$ cat config.mk
export PLATFORM = sky130hd
export DESIGN_NAME = prbs_ref_comparator
export DESIGN_NICKNAME = d
export VERILOG_FILES = /design/src/rtl/prbs_ref_pkg.sv /design/src/rtl/prbs_ref_seq.sv /design/src/rtl/prbs_bit_cmp.sv /design/src/rtl/prbs_sat_cnt.sv /design/src/rtl/prbs_ref_comparator.sv
export SDC_FILE = /design/constraint.sdc
export NUM_CORES = 1
export LEC_CHECK = 0
export BUFFER_PORTS_ARGS = -buffer_cell sky130_fd_sc_hd__buf_2
export CAP_MARGIN = 20
export CORE_ASPECT_RATIO = 1.2
export CORE_MARGIN = 2
export CORE_UTILIZATION = 37
export DETAILED_ROUTE_END_ITERATION = 8
export SYNTH_ARGS = -nofsm -noshare
export SYNTH_HDL_FRONTEND = slang
export SYNTH_HIERARCHICAL = 1
export SYNTH_SLANG_ARGS = --single-unit
export TNS_END_PERCENT = 20
$ cat constraint.sdc
create_clock -name clk -period 2.7 [get_ports clk]
set_input_delay 0.135 -clock clk [delete_from_list [all_inputs] [get_ports clk]]
set_output_delay 0.135 -clock clk [all_outputs]
set_load 0.01 [all_outputs]
$ cat src/rtl/prbs_ref_pkg.sv
package prbs_ref_pkg;

    localparam int unsigned MAX_STAGES = 15;

    typedef enum logic [1:0] {
        ACT_HOLD   = 2'd0,
        ACT_PRESET = 2'd1,
        ACT_SHIFT  = 2'd2
    } ref_act_t;

    typedef struct packed {
        logic counted;
        logic mismatch;
    } cmp_res_t;

    // Preset state, bit k holds stage k+1.
    function automatic logic [15:0] preset_of(input int unsigned stages);
        logic [15:0] p;
        case (stages)
            10:      p = 16'h03A8;
            5:       p = 16'h0019;
            default: p = 16'h0001;
        endcase
        return p;
    endfunction

    function automatic int unsigned tap_of(input int unsigned stages);
        int unsigned t;
        case (stages)
            10:      t = 3;
            5:       t = 3;
            default: t = 1;
        endcase
        return t;
    endfunction

    function automatic logic [15:0] lfsr_step(input logic [15:0] s,
                                              input int unsigned n,
                                              input int unsigned tap);
        logic [15:0] nx;
        for (int k = 0; k < 16; k++) begin
            if (k == 0)
                nx[k] = s[tap-1] ^ s[n-1];
            else if (k < int'(n))
                nx[k] = s[k-1];
            else
                nx[k] = 1'b0;
        end
        return nx;
    endfunction

endpackage

$ cat src/rtl/prbs_ref_seq.sv
module prbs_ref_seq
    import prbs_ref_pkg::*;
#(
    parameter int unsigned STAGES = 10
) (
    input  logic     clk,
    input  logic     rst,
    input  logic     start_i,
    input  logic     search_i,
    input  logic     lock_i,
    input  logic     bit_en_i,
    output ref_act_t act_o,
    output logic     ref_bit_o
);
    localparam logic [15:0]       PRE16  = preset_of(STAGES);
    localparam logic [STAGES-1:0] PRESET = PRE16[STAGES-1:0];
    localparam int unsigned       TAP    = tap_of(STAGES);

    logic [STAGES-1:0] state_q;
    logic [15:0]       wide_cur;
    logic [15:0]       wide_nxt;
    ref_act_t          act;

    always_comb begin
        if (start_i || search_i)
            act = ACT_PRESET;
        else if (lock_i && bit_en_i)
            act = ACT_SHIFT;
        else
            act = ACT_HOLD;
    end

    always_comb begin
        wide_cur = '0;
        wide_cur[STAGES-1:0] = state_q;
        wide_nxt = lfsr_step(wide_cur, STAGES, TAP);
    end

    always_ff @(posedge clk) begin
        if (rst) begin
            state_q <= PRESET;
        end else begin
            case (act)
                ACT_PRESET: state_q <= PRESET;
                ACT_SHIFT:  state_q <= wide_nxt[STAGES-1:0];
                default:    state_q <= state_q;
            endcase
        end
    end

    assign act_o     = act;
    assign ref_bit_o = state_q[STAGES-1];

    assert_hold_R3: assert property (@(posedge clk) disable iff (rst)
        (!start_i && !search_i && !(lock_i && bit_en_i)) |=> $stable(state_q))
        else $error("register moved without a shift");

    assert_preset_R4: assert property (@(posedge clk) disable iff (rst)
        (start_i || search_i) |=> (state_q == PRESET))
        else $error("preset not loaded");

endmodule

$ cat src/rtl/prbs_bit_cmp.sv
module prbs_bit_cmp
    import prbs_ref_pkg::*;
(
    input  logic     clk,
    input  logic     rst,
    input  ref_act_t act_i,
    input  logic     rx_bit_i,
    input  logic     ref_bit_i,
    output cmp_res_t res_o,
    output logic     err_stb_o
);
    logic err_q;

    always_comb begin
        res_o.counted  = (act_i == ACT_SHIFT);
        res_o.mismatch = (act_i == ACT_SHIFT) && (rx_bit_i != ref_bit_i);
    end

    always_ff @(posedge clk) begin
        if (rst) err_q <= 1'b0;
        else     err_q <= res_o.mismatch;
    end

    assign err_stb_o = err_q;

    assert_strobe_gated_R6: assert property (@(posedge clk) disable iff (rst)
        (act_i != ACT_SHIFT) |=> !err_stb_o)
        else $error("strobe without a compared bit");

endmodule

$ cat src/rtl/prbs_sat_cnt.sv
module prbs_sat_cnt #(
    parameter int unsigned W = 32
) (
    input  logic         clk,
    input  logic         rst,
    input  logic         clr_i,
    input  logic         inc_i,
    output logic [W-1:0] cnt_o
);
    localparam logic [W-1:0] TOP = {W{1'b1}};

    logic [W-1:0] cnt_q;

    always_ff @(posedge clk) begin
        if (rst || clr_i)
            cnt_q <= '0;
        else if (inc_i && (cnt_q != TOP))
            cnt_q <= cnt_q + 1'b1;
    end

    assign cnt_o = cnt_q;

    assert_no_wrap_R8: assert property (@(posedge clk) disable iff (rst)
        ((cnt_q == TOP) && !clr_i) |=> (cnt_q == TOP))
        else $error("counter wrapped");

    assert_clear_R9: assert property (@(posedge clk) disable iff (rst)
        clr_i |=> (cnt_q == '0))
        else $error("clear ignored");

endmodule

$ cat src/rtl/prbs_ref_comparator.sv
module prbs_ref_comparator
    import prbs_ref_pkg::*;
#(
    parameter int unsigned STAGES = 10,
    parameter int unsigned CNT_W  = 32
) (
    input  logic             clk,
    input  logic             rst,
    input  logic             start_i,
    input  logic             search_i,
    input  logic             lock_i,
    input  logic             bit_en_i,
    input  logic             rx_bit_i,
    input  logic             cnt_clr_i,
    output logic             ref_bit_o,
    output logic             err_stb_o,
    output logic [CNT_W-1:0] err_cnt_o,
    output logic [CNT_W-1:0] bit_cnt_o
);
    localparam int unsigned NUM_CNT = 2;

    ref_act_t act;
    logic     ref_bit;
    cmp_res_t res;
    logic [NUM_CNT-1:0]            inc_vec;
    logic [NUM_CNT-1:0][CNT_W-1:0] cnt_vec;

    prbs_ref_seq #(.STAGES(STAGES)) u_seq (
        .clk       (clk),
        .rst       (rst),
        .start_i   (start_i),
        .search_i  (search_i),
        .lock_i    (lock_i),
        .bit_en_i  (bit_en_i),
        .act_o     (act),
        .ref_bit_o (ref_bit)
    );

    prbs_bit_cmp u_cmp (
        .clk       (clk),
        .rst       (rst),
        .act_i     (act),
        .rx_bit_i  (rx_bit_i),
        .ref_bit_i (ref_bit),
        .res_o     (res),
        .err_stb_o (err_stb_o)
    );

    assign inc_vec[0] = res.counted;
    assign inc_vec[1] = res.mismatch;

    for (genvar g = 0; g < NUM_CNT; g++) begin : g_cnt
        prbs_sat_cnt #(.W(CNT_W)) u_cnt (
            .clk   (clk),
            .rst   (rst),
            .clr_i (cnt_clr_i),
            .inc_i (inc_vec[g]),
            .cnt_o (cnt_vec[g])
        );
    end

    assign ref_bit_o = ref_bit;
    assign bit_cnt_o = cnt_vec[0];
    assign err_cnt_o = cnt_vec[1];

    assert_err_le_bits_R7: assert property (@(posedge clk) disable iff (rst)
        err_cnt_o <= bit_cnt_o)
        else $error("more errors than compared bits");

endmodule

Word level (Yosys, flattened, before mapping)
Index checks and enable logic that the tools add are counted.

storage, ports and cells
  bits of input ports = 8
  output and inout bits = 66
  logic and storage cells = 22
  bits in registers = 75

cells by class
  add/sub/neg operators = 2
  reductions and logical operators = 7
  equal/unequal tests = 5
  bitwise gates (word level) = 1
  mux-type cells = 3

operators by type and width
  kind                                                 number
  adder 32 x 1 -> 32 bit, second input constant        2
  inequality test 32 bit, second input constant        2
  case mux 10 bit (2 select lines)                     1
  logical AND 1 bit                                    4
  2-to-1 mux 2 bit                                     2
  equality test 2 x 1 -> 1 bit, second input constant  1
  equality test 2 bit, second input constant           1
  logical OR 1 bit                                     2
  nonzero test 2 bit                                   1
  inequality test 1 bit                                1
  XOR 1 bit                                            1

Depth between registers and ports, before layout
Gate-level depths: netlist of run 1.

  word-level depth = 6
  mapped depth = 9
  depth with buffers taken out = 8

Modules after synthesis
Netlist of run 1, hierarchy kept.

modules (own cells, without submodules)
  module        area an instance (um^2)  seq. area each (um^2)  times used  cells each
  prbs_sat_cnt  1,681.6                  640.6                  2           189
  prbs_ref_seq  424.2                    200.2                  1           42
  prbs_bit_cmp  56.3                     20.0                   1           5

Least setup slack after synthesis of run 1
OpenSTA, ideal clock, no wires.

  kind = input-to-reg
  start point = input port search_i
  end point = register g_cnt[1].u_cnt.cnt_q[17]
  setup time = 68 ps
  path slack = 375 ps
  stages = 9
  buffers on the path = 1
  required time = 2,632 ps
  arrival time = 2,257 ps
  path through = or2_2 > nor2_1 > nor2b_2 > nor2b_1 > and3_4 > o311ai_4 > buf_6 > or3_2 > a21oi_2

RTL lines
  what                    line                       source
  start: declaration      prbs_ref_comparator.sv:10  input logic search_i,
  end signal: assignment  prbs_sat_cnt.sv:18         cnt_q <= cnt_q + 1'b1;
  end: declaration        prbs_sat_cnt.sv:12         logic [W-1:0] cnt_q;

Final worst setup path of run 1
  start point = register g_cnt[1].u_cnt.cnt_q[0]
  end point = register g_cnt[1].u_cnt.cnt_q[1]

on the way
  cells in the longest elaborated chain, start to end = 2
  elaborated cells on any way between the ends = 3
  classes of those cells = add/sub: 1; eq/ne: 1; reduce/logical: 1

RTL lines
  what
  parallel branches: the longest is 2 deep, another holds adder 32 x 1 -> 32 bit

Parallel ways; which one is timed is not known.
A chain may end at the register's enable or synchronous reset.

==> results.md, run 1 <==
- Synth Register Bits: 75
- Area Overhead vs Synth: 19.1%
- Max-Cap Viols: 0
- Synth cell types: 45
- Peak Freq: 439 MHz
- TritonCTS Buffers: 9
- DRT iter0 DRCs: 109
- Critical Path RT: 2.90 ns
- Cts repair resizes: 0
- Pleak: 0.00154 µW
- Internal Pwr Total: 1980 µW
- Final setup viols: 0
- Tot Pwr: 2480 µW
- Seq/Total Area, Yosys: 0.391
- Row Count: 40
- CTS sink cnt: 75
- Worst-path clk slew: 0.06 ns
- Vias in the first global route: 3283
- Mapped Cells: 425
- Largest net degree at the start of global routing: 33
- Drt wl/cell: 14.5 µm
- DR pass1 iterations: 4
- Syn_area_per_cell: 9.04 µm²
- Final hold violations: 0
- Placer Congestion: 0.755
- Slew HR: 0.455
- Total negative slack: 0 ns
- Fill cells: 985
- Post-synth net total: 435
- Initial Util: 0.382
- Buffers on Ports: 73
- DRT antenna net count: 0
- Io pins: 74
- Sequential power share: 0.448
- Setup Fix Bufs, Post-CTS: 0
- Pins Over Slew Limit: 0
- Switching share of power: 0.201
- DRC: 0
- Clk Latency, worst-skew pair: 0.34 ns
- Yosys warns: 6
- Status: complete, no violations
- Hold Crit Class: in -> reg
- Worst Skew: 0.00826 ns
- Initial antenna violation count: 0
- CP Class: reg -> reg
- Tot GR Track Use: 0.166
- Worst Tran Pin Value: 0.818 ns
- Syn Std Cell Area: 3840 µm²
- CP max FO: 24
- Hpwl dp: 6280 µm
- Routed WL: 9030 µm
- Die area: 11200 µm²
- Grt total ovfl: 0
- Multi-input logic area: 2160 µm²
- Comb power frac: 0.019
- Final nets: 504
- Vert. Die Dim: 116 µm
- Min Tclk post-route: 2.28 ns
- Sw power: 500 µW
- Root buffer cell: clkbuf_16
- Clock buffer depth: 2
- VDD IR-drop max: 0.246 mV
- Top FF cell, synth: dfxtp_1
- First-pass GRT wire length: 15400 µm
- Fin crit share: 0.844
- Vias/cell: 5.65
- CP startpoint kind: flip-flop
- Number of diodes: 0
- Clk pwr share: 0.533
- Pwr/cell area: 542 nW/µm²
- Width of the die: 97.0 µm
- Share of cells above drive strength 1: 0.303
- Via count: 3532
- Number of enable flip-flop cells after synthesis: 0
- FF/Latch Area: 1500 µm²
- Async set-reset flop share out of synthesis: 0
- RSZ-0062 raised after global routing: no
- CTS tree: built
- Crit end category: flip-flop
- Arrival time worst endpoint: 2.48 ns
- Core area: 10100 µm²
- Htree depth: 3
==> flip-flops by register name, indices dropped and copies added, names as in the netlist <==
register / cells
g_cnt.u_cnt/cnt_o: 64
u_cmp/err_stb_o: 1
u_seq/state_q: 10
==> synthesized netlist by cell type, drive strengths merged, types with 9 or more instances <==
cell type,instances,share of area
and3,11,0.022
a21oi,63,0.096
or4,20,0.041
nand2,29,0.031
buf,11,0.029
o21ai,38,0.051
nand4,18,0.033
and4,14,0.035
or3,39,0.067
o31ai,22,0.057
nor2,9,0.0088
dfxtp,75,0.39
nand3,26,0.034
==> worst max-delay path: stages, from the launching register on <==
cell	delay, ns
dfxtp_1	0.42
ha_1	0.22
and3_2	0.23
nand4_2	0.18
o31ai_4	0.78
mux2i_1	0.26
nor2_1	0.05
==> what timing repair did <==
| action | in CTS | in global routing |
|---|---|---|
| endpoints found under the setup margin | 0 | 0 |
| hold endpoints to repair | 1 | 0 |
| hold buffers | 1 | 0 |
==> power by group through the flow <==
stage	clock network, µW	logic (µW)	registers [µW]
after floorplan	0	35.8	1130
after global placement	0	47.1	1130
after detailed placement	0	47.5	1130
after CTS	1350	48.5	1110
after global routing	1410	53.1	1110
final	1320	48.2	1110
==> layout make-up <==
class	count	area share
sequential	75	0.328
tap	126	0.0344
clock inverter	4	0.0159
multi-input combinational	323	0.472
inverter	8	0.00656
timing repair buffer	77	0.0869
clock buffer	12	0.0560
==> metal layers <==
metal,up-vias,part of all wire,global-route usage
met3,11,0.043,0.0350
met1,1681,0.46,0.201
li1,1770,-,-
met2,70,0.48,0.287
met4,0,0.016,0.0704
met5,-,0,0
==> logic make-up (layout without fill, tap and decap cells) <==
family | count (synthesis) | after routing | synth area share
multiplexers | 2 | 2 | 0.00521
adder cells (fa/ha/maj) | 2 | 2 | 0.00651
AO/OA/AOI/OAI | 137 | 137 | 0.247
XOR/XNOR | 6 | 6 | 0.0137
AND/OR/NAND/NOR | 176 | 176 | 0.290
flip-flops | 75 | 75 | 0.391
buffers and inverters | 27 | 101 | 0.0472
==> metrics by stage <==
stage                util  instances  area (µm²)  hold WS (ns)  worst slack (ns)
global route        0.455        625        4580         0.155             0.227
detailed placement  0.421        608        4240         0.348             0.354
floorplan               -        425        3840         0.205             0.375
CTS                 0.455        625        4580         0.136             0.419
finish              0.455        625        4580         0.140             0.420
global placement    0.421        608        4240         0.346             0.415
==> path summary, 6_finish.rpt <==
kind / startpoint / end / slack, ns / depth (start not counted)
worst max-delay path: g_cnt[1].u_cnt/cnt_o[0] / g_cnt[1].u_cnt/cnt_o[1] / 0.42 / 6
worst min register to register: u_seq/state_q[8] / u_seq/state_q[8] / 0.46 / 1
worst min-delay path: rx_bit_i / u_cmp/err_stb_o / 0.14 / 3
worst max register to register: g_cnt[1].u_cnt/cnt_o[0] / g_cnt[1].u_cnt/cnt_o[1] / 0.42 / 6
==> cell usage in the layout (no fill, tap or decap), types with 5 or more instances in the layout <==
cell type,netlist,final
a21oi_1,49,49
a21oi_2,14,14
nand2_1,25,25
o21ai_0,20,20
and3_1,5,5
and4_1,8,8
or4_1,18,18
or3_1,30,30
a211o_1,5,5
or3_2,8,8
dfxtp_1,75,75
nand3_1,26,26
nand4_1,16,16
o21ai_1,16,16
buf_2,2,73
inv_1,8,8
o31ai_1,18,18
nor2_1,9,9
clkbuf_16,0,9
Note: power is estimated with default switching activity, not from simulation.
==> run 2: changes to the inputs <==
Clock period 2.7 ns to 2.05 ns, I/O delays scaled along.
==> run 2 against run 1 <==
  * Cell count rose by 8.5%
  * Utilization rose by 5.0 points
  * Power rose by 38%
  * Largest cell class unchanged
  * Critical path depth did not move
  * Die area did not move
  * Non-clock buffer count rose by 53
  * Wire length rose by 7.7%
==> results.md, run 2 (synthesized netlist as in run 1, its figures left out) <==
- DRT iter0 DRCs: 143 (+31%)
- Worst Tran Pin Value: 0.744 ns (-0.0734 ns)
- DRC: 0 (unchanged)
- DR pass1 iterations: 4 (unchanged)
- Crit end category: flip-flop
- CP max FO: 14 (-42%)
- Crit path cell chain: nand3_1, or4_4, o311ai_4, buf_4, o31ai_1, a21oi_2
- Placement Cell Area: 4680 µm² (+10%)
- CP startpoint kind: flip-flop
- CTS sink cnt: 75 (unchanged)
- Routed WL: 9730 µm (+7.7%)
- Hold Crit Class: in -> reg
- Io pins: 74 (unchanged)
- Placer Congestion: 0.779 (+3.2%)
- Buffers on Ports: 73 (unchanged)
- Area Overhead vs Synth: 32.3%
- Reg2Reg Setup Slack: 0.09 ns (-0.33 ns)
- Max reg flops: 64 (unchanged)
- Row Count: 40 (unchanged)
- Slew HR: 0.504 (+0.0490)
- Final nets: 557 (+11%)
- Worst Skew: 0.00532 ns (-0.00295 ns)
- RSZ-0062 raised after global routing: yes
- Fill cells: 960 (-2.5%)
- Pleak: 0.00186 µW (+20%)
- Vias/cell: 5.53 (-2.1%)
- Die area: 11200 µm² (unchanged)
- Reg2reg start: g_cnt[1].u_cnt/cnt_o[22]
- Via count: 3751 (+6.2%)
- Worst reg2reg endpoint: g_cnt[1].u_cnt/cnt_o[31]
- Dpl cells: 660 (+8.6%)
- Hpwl dp: 6890 µm (+9.7%)
- Htree depth: 3 (unchanged)
- Post-Layout Cell Count: 678 (+8.5%)
- Number of diodes: 0 (unchanged)
- CTS tree: built
- Hold EP: u_seq/state_q[2]
- Crit-path leading delay family: compound AO/OA/AOI/OAI gates
- Initial antenna violation count: 0 (unchanged)
- Share of cells above drive strength 1: 0.384 (+0.0815)
- CP Class: reg -> reg
- Root buffer cell: clkbuf_16
- First-pass GRT wire length: 16600 µm (+7.4%)
- Fin crit share: 0.956 (+0.111)
- Min Tclk post-route: 1.96 ns (-0.321 ns)
- Clock buffer depth: 2 (unchanged)
- Design Area, Final: 5080 µm² (+11%)
- Most frequent cells in the layout: 73 x buf_2, 71 x dfxtp_1, 52 x buf_4, 49 x a21oi_1, 30 x or3_1
- Initial Util: 0.382 (unchanged)
- Worst Reg-to-Reg Cells: 6 (unchanged)
- VDD IR-drop max: 0.425 mV (+73%)
- Hold Crit Depth: 3 (unchanged)
- Vert. Die Dim: 116 µm (unchanged)
- Grt total ovfl: 0 (unchanged)
- TritonCTS Buffers: 9 (unchanged)
- Worst-path clk slew: 0.06 ns (about the same)
- DRT antenna net count: 0 (unchanged)
- Max-Cap Viols: 0 (unchanged)
- WHS: 0.138 ns (-0.00151 ns)
- Fin util: 0.505 (+0.0504)
- Vias in the first global route: 3537 (+7.7%)
- Tot GR Track Use: 0.179 (+0.0130)
- Status: complete, no violations
- Slowest CP cell: or4_4
- Final setup viols: 0 (unchanged)
- Drt wl/cell: 14.3 µm (-0.71%)
- Final hold violations: 0 (unchanged)
- Worst path bufs/invs: 1 (+1)
- Width of the die: 97.0 µm (unchanged)
- Core area: 10100 µm² (unchanged)
- Critical Path RT: 2.32 ns (-0.58 ns)
- Arrival time worst endpoint: 2.23 ns (-0.25 ns)
- Clk Latency, worst-skew pair: 0.34 ns (about the same)
- Hold Startpoint: start_i
- Peak Freq: 510 MHz (+16%)
- Largest net degree at the start of global routing: 33 (unchanged)
- CP peak stage delay: 0.54 ns (-0.24 ns)
- Pwr/cell area: 675 nW/µm² (+25%)
- Most common cell after layout, fill and taps aside: buf_2
- Pins Over Slew Limit: 0 (unchanged)
[run 2: cell count changes in the layout (fill, tap and decap cells not counted), sizes merged]
cell	before	now
buf	76	129
bufinv	2	3
clkinvlp	1	0
[run 2: metrics by stage]
stage | worst slack [ns] | total power [µW] | setup TNS, ns
2_1_floorplan | 0.00501 | 1540 | 0
5_1_grt | -0.0407 | 3550 | -0.0935
4_1_cts | 0.0391 | 3470 | 0
6_report | 0.0909 | 3430 | 0
3_3_place_gp | 0.0344 | 1560 | 0
3_5_place_dp | -0.0162 | 1570 | -0.0561
[run 2: worst min-delay path, cell delays in order]
cell     delay [ns]
buf_2          0.09
or3_4          0.18
a21oi_1        0.05
[run 2: metal layers]
metal | track usage | share of wire
met2 | 0.314 | 0.50
met4 | 0.0667 | 0.012
met3 | 0.0398 | 0.039
met1 | 0.215 | 0.45
met5 | 0 | 0
[run 2: repair_timing]
item	CTS	global route
hold buffers	1	0
resized for setup	0	6
endpoints found under the setup margin	0	21
endpoints found under the hold margin	1	0
buffers inserted	0	1
[run 2: where the power goes]
| part | internal (µW) | switching [µW] |
|---|---|---|
| Clock | 1290 | 610 |
| Combinational | 23.9 | 49.4 |
| Sequential | 1460 | 1.70 |
[run 2: worst max path at each step]
stage / slack [ns] / to / depth (start not counted) / startpoint
CTS: 0.04 / g_cnt[0].u_cnt/cnt_o[19] / 5 / g_cnt[0].u_cnt/cnt_o[17]
finish: 0.09 / g_cnt[1].u_cnt/cnt_o[31] / 6 / g_cnt[1].u_cnt/cnt_o[22]
detailed placement: -0.02 / g_cnt[1].u_cnt/cnt_o[21] / 9 / search_i
global route: -0.04 / g_cnt[1].u_cnt/cnt_o[25] / 6 / g_cnt[1].u_cnt/cnt_o[17]
global placement: 0.03 / g_cnt[1].u_cnt/cnt_o[19] / 9 / search_i
floorplan: 0.005 / g_cnt[1].u_cnt/cnt_o[17] / 9 / search_i
[run 2: layout make-up]
class / instances / area, µm² / area share
Clock buffer: 12 / 267 / 0.0524
Clock inverter: 4 / 95.1 / 0.0187
Inverter: 8 / 30.0 / 0.00591
Multi-Input combinational cell: 323 / 2180 / 0.429
Sequential cell: 75 / 1510 / 0.296
Tap cell: 126 / 158 / 0.0310
Timing Repair Buffer: 130 / 846 / 0.166
